## config.mk

```make
export PLATFORM = sky130hd
export DESIGN_NAME = regbus_xcvr
export DESIGN_NICKNAME = d
export VERILOG_FILES = /design/src/rtl/xcvr_pkg.sv /design/src/rtl/xcvr_store.sv /design/src/rtl/xcvr_path_mux.sv /design/src/rtl/xcvr_drive_ctl.sv /design/src/rtl/regbus_xcvr.sv
export SDC_FILE = /design/constraint.sdc
export NUM_CORES = 1
export LEC_CHECK = 0
export ABC_AREA = 1
export ABC_CLOCK_PERIOD_IN_PS = 900
export BUFFER_PORTS_ARGS = -buffer_cell sky130_fd_sc_hd__buf_2
export CAP_MARGIN = 10
export CORE_MARGIN = 8
export CORE_UTILIZATION = 30
export CTS_BUF_LIST = sky130_fd_sc_hd__clkbuf_4
export DETAILED_ROUTE_END_ITERATION = 6
export PLACE_DENSITY = 0.61
export SLEW_MARGIN = 5
export SYNTH_ARGS = -nofsm -noshare
export SYNTH_HDL_FRONTEND = slang
export SYNTH_SLANG_ARGS = --single-unit
```

## constraint.sdc

```tcl
create_clock -name clk -period 0.9 [get_ports clk]
set_input_delay 0.18 -clock clk [delete_from_list [all_inputs] [get_ports clk]]
set_output_delay 0.18 -clock clk [all_outputs]
set_load 0.005 [all_outputs]
```

## src/rtl/xcvr_pkg.sv

```systemverilog
// Package: types shared by the bus transceiver modules.
// Assumes: nothing beyond standard SystemVerilog.
package xcvr_pkg;

    // Drive decision: which bus the block may drive this cycle.
    typedef struct packed {
        logic a_en;
        logic b_en;
    } drive_t;

    // Direction encoding on the dir pin.
    localparam logic DIR_TO_B = 1'b1;
    localparam logic DIR_TO_A = 1'b0;

endpackage

```

## src/rtl/xcvr_store.sv

```systemverilog
// Module: one storage register for one direction of the transceiver.
// Loads d on a clock edge while cap is high and holds otherwise.
// Assumes: rst_n is synchronous and active low.
module xcvr_store #(
    parameter int DATA_W = 8
) (
    input  logic              clk,
    input  logic              rst_n,
    input  logic              cap,
    input  logic [DATA_W-1:0] d,
    output logic [DATA_W-1:0] q
);

    // Register update: clear on reset, load on strobe.
    always_ff @(posedge clk) begin
        if (!rst_n)
            q <= '0;
        else if (cap)
            q <= d;
    end


    reset_clear_chk: assert property (@(posedge clk)
        !$past(rst_n) |-> q == '0);


    capture_load_chk: assert property (@(posedge clk) disable iff (!rst_n)
        ($past(rst_n) && $past(cap)) |-> q == $past(d));


    hold_value_chk: assert property (@(posedge clk) disable iff (!rst_n)
        ($past(rst_n) && !$past(cap)) |-> $stable(q));

endmodule

```

## src/rtl/xcvr_path_mux.sv

```systemverilog
// Module: source selection and gating for one driven path.
// Picks the live word or the stored word, and forces zero when the path is not driven.
// Assumes: en comes from the drive control and is one bit.
module xcvr_path_mux #(
    parameter int DATA_W = 8
) (
    input  logic              en,
    input  logic              sel,
    input  logic [DATA_W-1:0] live,
    input  logic [DATA_W-1:0] stored,
    output logic [DATA_W-1:0] y
);

    // Output word: stored when sel is 1, live when sel is 0, zero when not driven.
    always_comb begin
        if (!en)
            y = '0;
        else if (sel)
            y = stored;
        else
            y = live;
    end

endmodule

```

## src/rtl/xcvr_drive_ctl.sv

```systemverilog
// Module: drive control for both buses.
// Decodes the active-low enable and the direction into per-bus drive flags.
// Assumes: dir is 1 to drive B and 0 to drive A.
module xcvr_drive_ctl
    import xcvr_pkg::*;
(
    input  logic   oe_n,
    input  logic   dir,
    output drive_t drv
);

    // Drive decode: at most one bus, and only while the enable is low.
    always_comb begin
        drv.b_en = !oe_n && (dir == DIR_TO_B);
        drv.a_en = !oe_n && (dir == DIR_TO_A);
    end

endmodule

```

## src/rtl/regbus_xcvr.sv

```systemverilog
// Module: registered bidirectional bus transceiver (top).
// Joins buses A and B. Each direction has a storage register and a live/stored selector.
// Assumes: the pads are built outside the block from the in/out/oe vectors,
// and reset is synchronous and active low.
module regbus_xcvr
    import xcvr_pkg::*;
#(
    parameter int DATA_W = 8
) (
    input  logic              clk,
    input  logic              rst_n,
    input  logic              oe_n,
    input  logic              dir,
    input  logic              sel_ab,
    input  logic              sel_ba,
    input  logic              cap_ab,
    input  logic              cap_ba,
    input  logic [DATA_W-1:0] a_in,
    output logic [DATA_W-1:0] a_out,
    output logic [DATA_W-1:0] a_oe,
    input  logic [DATA_W-1:0] b_in,
    output logic [DATA_W-1:0] b_out,
    output logic [DATA_W-1:0] b_oe
);

    logic [DATA_W-1:0] reg_ab;
    logic [DATA_W-1:0] reg_ba;
    drive_t            drv;

    xcvr_store #(.DATA_W(DATA_W)) u_store_ab (
        .clk(clk), .rst_n(rst_n), .cap(cap_ab), .d(a_in), .q(reg_ab)
    );

    xcvr_store #(.DATA_W(DATA_W)) u_store_ba (
        .clk(clk), .rst_n(rst_n), .cap(cap_ba), .d(b_in), .q(reg_ba)
    );

    xcvr_drive_ctl u_drive (
        .oe_n(oe_n), .dir(dir), .drv(drv)
    );

    xcvr_path_mux #(.DATA_W(DATA_W)) u_mux_to_b (
        .en(drv.b_en), .sel(sel_ab), .live(a_in), .stored(reg_ab), .y(b_out)
    );

    xcvr_path_mux #(.DATA_W(DATA_W)) u_mux_to_a (
        .en(drv.a_en), .sel(sel_ba), .live(b_in), .stored(reg_ba), .y(a_out)
    );

    // Enable fan-out: one enable bit per pad.
    for (genvar i = 0; i < DATA_W; i++) begin : g_oe
        assign a_oe[i] = drv.a_en;
        assign b_oe[i] = drv.b_en;
    end


    single_driver_chk: assert property (@(posedge clk) disable iff (!rst_n)
        !((|a_oe) && (|b_oe)));


    isolation_quiet_chk: assert property (@(posedge clk) disable iff (!rst_n)
        oe_n |-> (a_oe == '0 && b_oe == '0 && a_out == '0 && b_out == '0));


    drive_b_chk: assert property (@(posedge clk) disable iff (!rst_n)
        (!oe_n && dir) |-> (&b_oe && a_oe == '0 && a_out == '0));


    drive_a_chk: assert property (@(posedge clk) disable iff (!rst_n)
        (!oe_n && !dir) |-> (&a_oe && b_oe == '0 && b_out == '0));


    live_to_b_chk: assert property (@(posedge clk) disable iff (!rst_n)
        (!oe_n && dir && !sel_ab) |-> b_out == a_in);


    live_to_a_chk: assert property (@(posedge clk) disable iff (!rst_n)
        (!oe_n && !dir && !sel_ba) |-> a_out == b_in);

endmodule

```

==> run_results.csv, run 1 <==
group,metric,value,unit
outcome,status,"finished, violations left",
outcome,violations,"negative setup slack",
sta,fin_tns_setup,-3280,ps
sta,tightest_slew,264,ps
clock_network,worstSkewPairLatency,280,ps
logic_synthesis,synth_seq_cells,16,
place,placed_area,0.00120,mm2
layout,n_antenna_cell,0,
run,drv_cap,0,
floorplan,die_h,73.9,um
power,swShare,30.0,%
layout,stdcell_area,0.00135,mm2
sta,setup_ws,-238,ps
layout,drive_gt1_share,57.7,%
drt,antenna_left,0,
place,globalplace.congestion,0.741,
grt,antenna_found_initial,0,
drt,vias,1029,
clock_network,clockBufferDepth,2,
power,p_leak,0.000683,uW
logic_synthesis,netlist.area_leader.share,31.8,%
logic_synthesis,yosysSeqAreaShare,31.8,%
sta,period_share,126,%
power,ir_worst_vdd,0.000492,V
sta,fin_crit,1140,ps
sta,drv_slew,0,
power,powerDensity,1170,mW/mm2
power,switching_power,476,uW
drt,wl_per_cell,11.1,um
setup_path,cp-start-kind,"flop",
logic_synthesis,synth.avg_cell_area,6.50,um2
place,port_buffers,55,
grt,overflow,0,
layout,mostFrequentLayoutCell,"buf_2",
logic_synthesis,yosysTopAreaCell,"dfxtp_1",
power,power_frac_comb,26.3,%
setup_path,critPathKind,"reg2out",
logic_synthesis,syn_inst,155,
setup_path,worst_setup_path_end_kind,"output port",
clock_network,post_cts_buffers,0,
setup_path,crit_fanout,2,
sta,fin_skew,0,ps
floorplan,ios,56,
clock_network,cts_tree,"done",
layout,fin_nets,222,
clock_network,htreeDepth,1,
grt,grt_max_degree,17,
power,p_total,1590,uW
drt,vias_per_cell,4.25,
logic_synthesis,synth-warning-count,0,
clock_network,clock_sinks,16,
setup_path,critPathRequiredTime,720,ps
sta,slew_headroom,82.4,%
floorplan,row_count,21,
setup_path,ff2ff_path_depth,2,
setup_path,worstPathArrival,960,ps
grt,grt_use_total,9.85,%
layout,syn2layout_area_growth,34.3,%
drt,drc_errors,0,
grt,grt_pass1_vias,982,
floorplan,die_area,0.00547,mm2
drt,drt_iter0_markers,29,
grt,grt_pass1_wl,4.28,mm
logic_synthesis,syn_nets,179,
hold_path,hold_path.class,"in2reg",
power,seqPwrFrac,50.2,%
layout,mostFrequentLayoutCells,"buf_2, nor2_1, nand2_1",
clock_network,cts_buffers,3,
floorplan,coreArea,0.00328,mm2
hold_path,holdPathStages,3,
logic_synthesis,ys_types,14,
drt,wl,2.69,mm
drt,dr.pass1.iters,4,
clock_network,cts_hold_buf,0,
clock_network,clkTransAtPathRegs,90,ps
floorplan,floorplan.initialDensity,30.7,%
layout,fin_util,41.2,%
sta,finalSetupViolations,21,
clock_network,cts-root-buf,"clkbuf_4",
place,hpwl,1.99,mm
sta,fmax,879,MHz
power,p_int,1110,uW
logic_synthesis,syn_area,0.00101,mm2
sta,rsz0062_at_grt,"yes",
power,clkPwrFrac,23.4,%
place,dp_slack,-144,ps
logic_synthesis,synthTopCellsByArea,"dfxtp_1, nor2_1, buf_4",
floorplan,die_w,73.9,um
sta,hold_viol_final,0,
critical path: stages (launching register included):
cell     delay, ps
dfxtp_2        340
inv_2           30
nand2_2         50
nand2_2         40
nor2_1         100
buf_2          120
sequential cells by signal, indices dropped and copies added, names as in the netlist:
register      flops
u_store_ba.q      8
u_store_ab.q      8
metrics by stage:
stage / hold slack (ps) / std cells
finish: 135 / 242
global route: 143 / 242
CTS: 130 / 242
detailed placement: 427 / 238
global placement: 426 / 238
floorplan: 315 / 155
final timing paths:
kind	startpoint	endpoint	slack [ps]
hold reg to reg	u_store_ba.q[1]$_SDFFE_PN0P_	u_store_ba.q[1]$_SDFFE_PN0P_	490
setup / recovery	u_store_ba.q[0]$_SDFFE_PN0P_	a_out[0]	-240
hold / removal	a_in[1]	u_store_ab.q[1]$_SDFFE_PN0P_	140
setup reg to reg	u_store_ba.q[6]$_SDFFE_PN0P_	u_store_ba.q[6]$_SDFFE_PN0P_	260
metal layers:
layer | wire (um) | part of all wire [%] | GRT usage (%)
met3 | 186 | 6.9 | 1.35
met2 | 1330 | 49 | 16.9
met4 | 51 | 1.9 | 5.32
met1 | 1130 | 42 | 11.5
met5 | 0 | 0 | 0
power groups by stage:
stage                     logic (uW)  registers (uW)  clock network (uW)
after floorplan                  254             790                   0
after global placement           366             795                   0
after detailed placement         367             795                   0
after CTS                        391             791                 385
after global routing             476             805                 416
final                            418             798                 372
cells in the mapped netlist:
cell type and n:
nand2_1 32, nor2_1 46, dfxtp_1 16, nor2_4 1, buf_4 17, a21oi_2 8
nor2_2 2, o21ai_1 3, buf_6 2, buf_8 1, o21ai_0 13, inv_2 5
nand2_2 1, inv_1 8
timing repair:
item / CTS / global route
resized for setup: 25 / 27
pin swaps: 9 / 3
cloned: 1 / 0
endpoints found under the setup margin: 32 / 29
layout make-up:
class | count | area [um2]
multi-input cells | 107 | 528
fillers | 357 | 1930
inverters | 13 | 53.8
flip-flops and latches | 16 | 340
well taps | 46 | 57.6
repair buffers | 57 | 350
clock buffers | 3 | 22.5
cell families after synthesis:
group                  Yosys count  share of synthesized area, %
and+or+nand+nor                 82                          32.1
buffers and inverters           33                          21.2
AOI/OAI and AO/OA               24                          14.9
DFF                             16                          31.8
Power figures use the tool's default switching activity.
==> run 2, diff against run 1 <==
==> constraint.sdc (replaced) <==
create_clock -name clk -period 0.9 [get_ports clk]
set_input_delay 0.18 -clock clk [delete_from_list [all_inputs] [get_ports clk]]
set_output_delay 0.18 -clock clk [all_outputs]
set_load 0.1 [all_outputs]
==> run_results.csv, run 2 (synthesized netlist as in run 1, its figures left out) <==
group,metric,value,unit
floorplan,die_w,73.9,um
floorplan,die_h,73.9,um
layout,largestRegisters,"u_store_ab.q (8), u_store_ba.q (8)",
sta,drv_slew,0,
layout,fillers,293,
drt,wl,3.17,mm
floorplan,die_area,0.00547,mm2
place,placed_area,0.00189,mm2
sta,fin_skew,0,ps
sta,hold_slack,132,ps
place,port_buffers,55,
run,drv_cap,0,
drt,vias,1066,
sta,finalSetupViolations,32,
drt,dr.pass1.iters,4,
drt,vias_per_cell,4.37,
power,p_total,2470,uW
setup_path,r2r_end,"u_store_ab.q[4]$_SDFFE_PN0P_",
layout,mostFrequentLayoutCell,"nor2_1",
clock_network,clock_sinks,16,
grt,grt_use_total,11.9,%
grt,antenna_found_initial,0,
power,ir_worst_vdd,0.000561,V
setup_path,critPathRequiredTime,720,ps
setup_path,r2r-start,"u_store_ab.q[4]$_SDFFE_PN0P_",
sta,fin_crit,1250,ps
outcome,violations,"negative setup slack",
layout,multiInputGateArea,736,um2
layout,drive_gt1_share,67.7,%
hold_path,hp-start,"b_in[0]",
floorplan,coreArea,0.00328,mm2
grt,grt_pass1_vias,1131,
grt,grt_max_degree,17,
setup_path,ff2ff_setup_slack,250,ps
power,p_leak,0.000875,uW
clock_network,cts_buffers,3,
layout,syn2layout_area_growth,106,%
setup_path,critPathKind,"reg2out",
place,hpwl,2.39,mm
floorplan,ios,56,
drt,wl_per_cell,13.0,um
hold_path,worstHoldEndpoint,"u_store_ba.q[0]$_SDFFE_PN0P_",
grt,grt_pass1_wl,5.22,mm
hold_path,hold_path.class,"in2reg",
sta,hold_viol_final,0,
sta,tightest_slew,411,ps
layout,fin_nets,224,
clock_network,cts-root-buf,"clkbuf_4",
sta,period_share,139,%
sta,slew_headroom,72.6,%
clock_network,htreeDepth,1,
drt,antenna_left,0,
sta,setup_ws,-348,ps
clock_network,clockBufferDepth,2,
layout,n_antenna_cell,0,
clock_network,cts_tree,"done",
drt,drt_iter0_markers,87,
setup_path,worst_setup_path_end_kind,"output port",
sta,rsz0062_at_grt,"yes",
place,globalplace.congestion,0.720,
clock_network,cts_hold_buf,0,
layout,fin_util,63.2,%
setup_path,cp-start-kind,"flop",
floorplan,floorplan.initialDensity,30.7,%
setup_path,ff2ff_path_depth,2,
setup_path,crit_fanout,2,
layout,mostFrequentLayoutCells,"nor2_1, buf_12, buf_2",
grt,overflow,0,
clock_network,worstSkewPairLatency,280,ps
clock_network,post_cts_buffers,0,
layout,stdcell_area,0.00208,mm2
sta,fmax,801,MHz
floorplan,row_count,21,
layout,regArea,340,um2
setup_path,worstPathArrival,1070,ps
clock_network,clkTransAtPathRegs,90,ps
outcome,status,"finished, violations left",
power,powerDensity,1190,mW/mm2
hold_path,holdPathStages,3,
drt,drc_errors,0,
run 2: changes by cell type in the layout (fill, tap and decap cells not counted), moves of 6 or more:
cell,change
buf_2,-27
buf_12,+26
nand2_1,-13
a21oi_2,-8
a21oi_4,+8
nand2_4,+8
nor2_4,+8
buf_6,-7
nor2_1,-6
run 2: critical path, stage by stage (launching register included):
cell	delay [ps]
dfxtp_2	340
inv_1	40
nand2_1	40
nand2_1	80
nor2_4	110
buf_12	180
run 2: cell type report:
cell class / instances / share of cell area [%]
clock buffer: 3 / 1.08
inverter: 13 / 4.28
multi-input combinational: 108 / 35.4
sequential: 16 / 16.4
tap: 46 / 2.77
timing repair buffer: 58 / 40.1
run 2: worst max-delay path by stage:
stage	to	slack, ps	start	cells after the start
2_1_floorplan	a_out[0]	-310	dir	3
3_3_place_gp	a_out[0]	-270	dir	5
3_5_place_dp	a_out[0]	-270	dir	5
4_1_cts	a_out[5]	-390	u_store_ba.q[5]$_SDFFE_PN0P_	5
5_1_grt	a_out[4]	-420	u_store_ba.q[4]$_SDFFE_PN0P_	5
6_report	a_out[4]	-350	u_store_ba.q[4]$_SDFFE_PN0P_	5
run 2: timing repair:
action	CTS	global route
resized for setup	37	20
gates cloned	2	0
setup endpoints to repair	32	32
pin swaps	11	10
run 2: power by group:
group	total [uW]	leakage, uW	switching, uW	internal, uW
Sequential	798	0.000138	31.1	767
Clock	373	0.0000138	218	155
Combinational	1290	0.000723	852	441
Total	2470	0.000875	1100	1360
run 2: metrics by stage:
| stage | setup slack [ps] | instances | setup TNS (ps) |
|---|---|---|---|
| 6_report | -348 | 244 | -8110 |
| 5_1_grt | -417 | 244 | -9540 |
| 4_1_cts | -386 | 244 | -8630 |
| 3_5_place_dp | -269 | 239 | -7530 |
| 3_3_place_gp | -267 | 239 | -7390 |
| 2_1_floorplan | -307 | 155 | -4990 |
run 2: metal layers:
metal / GRT usage [%] / vias to the layer above / wire length (um)
met1: 12.7 / 473 / 1210
met3: 3.64 / 4 / 292
met4: 3.99 / 0 / 16
met5: 0 / - / 0
li1: - / 552 / -
met2: 21.5 / 37 / 1650
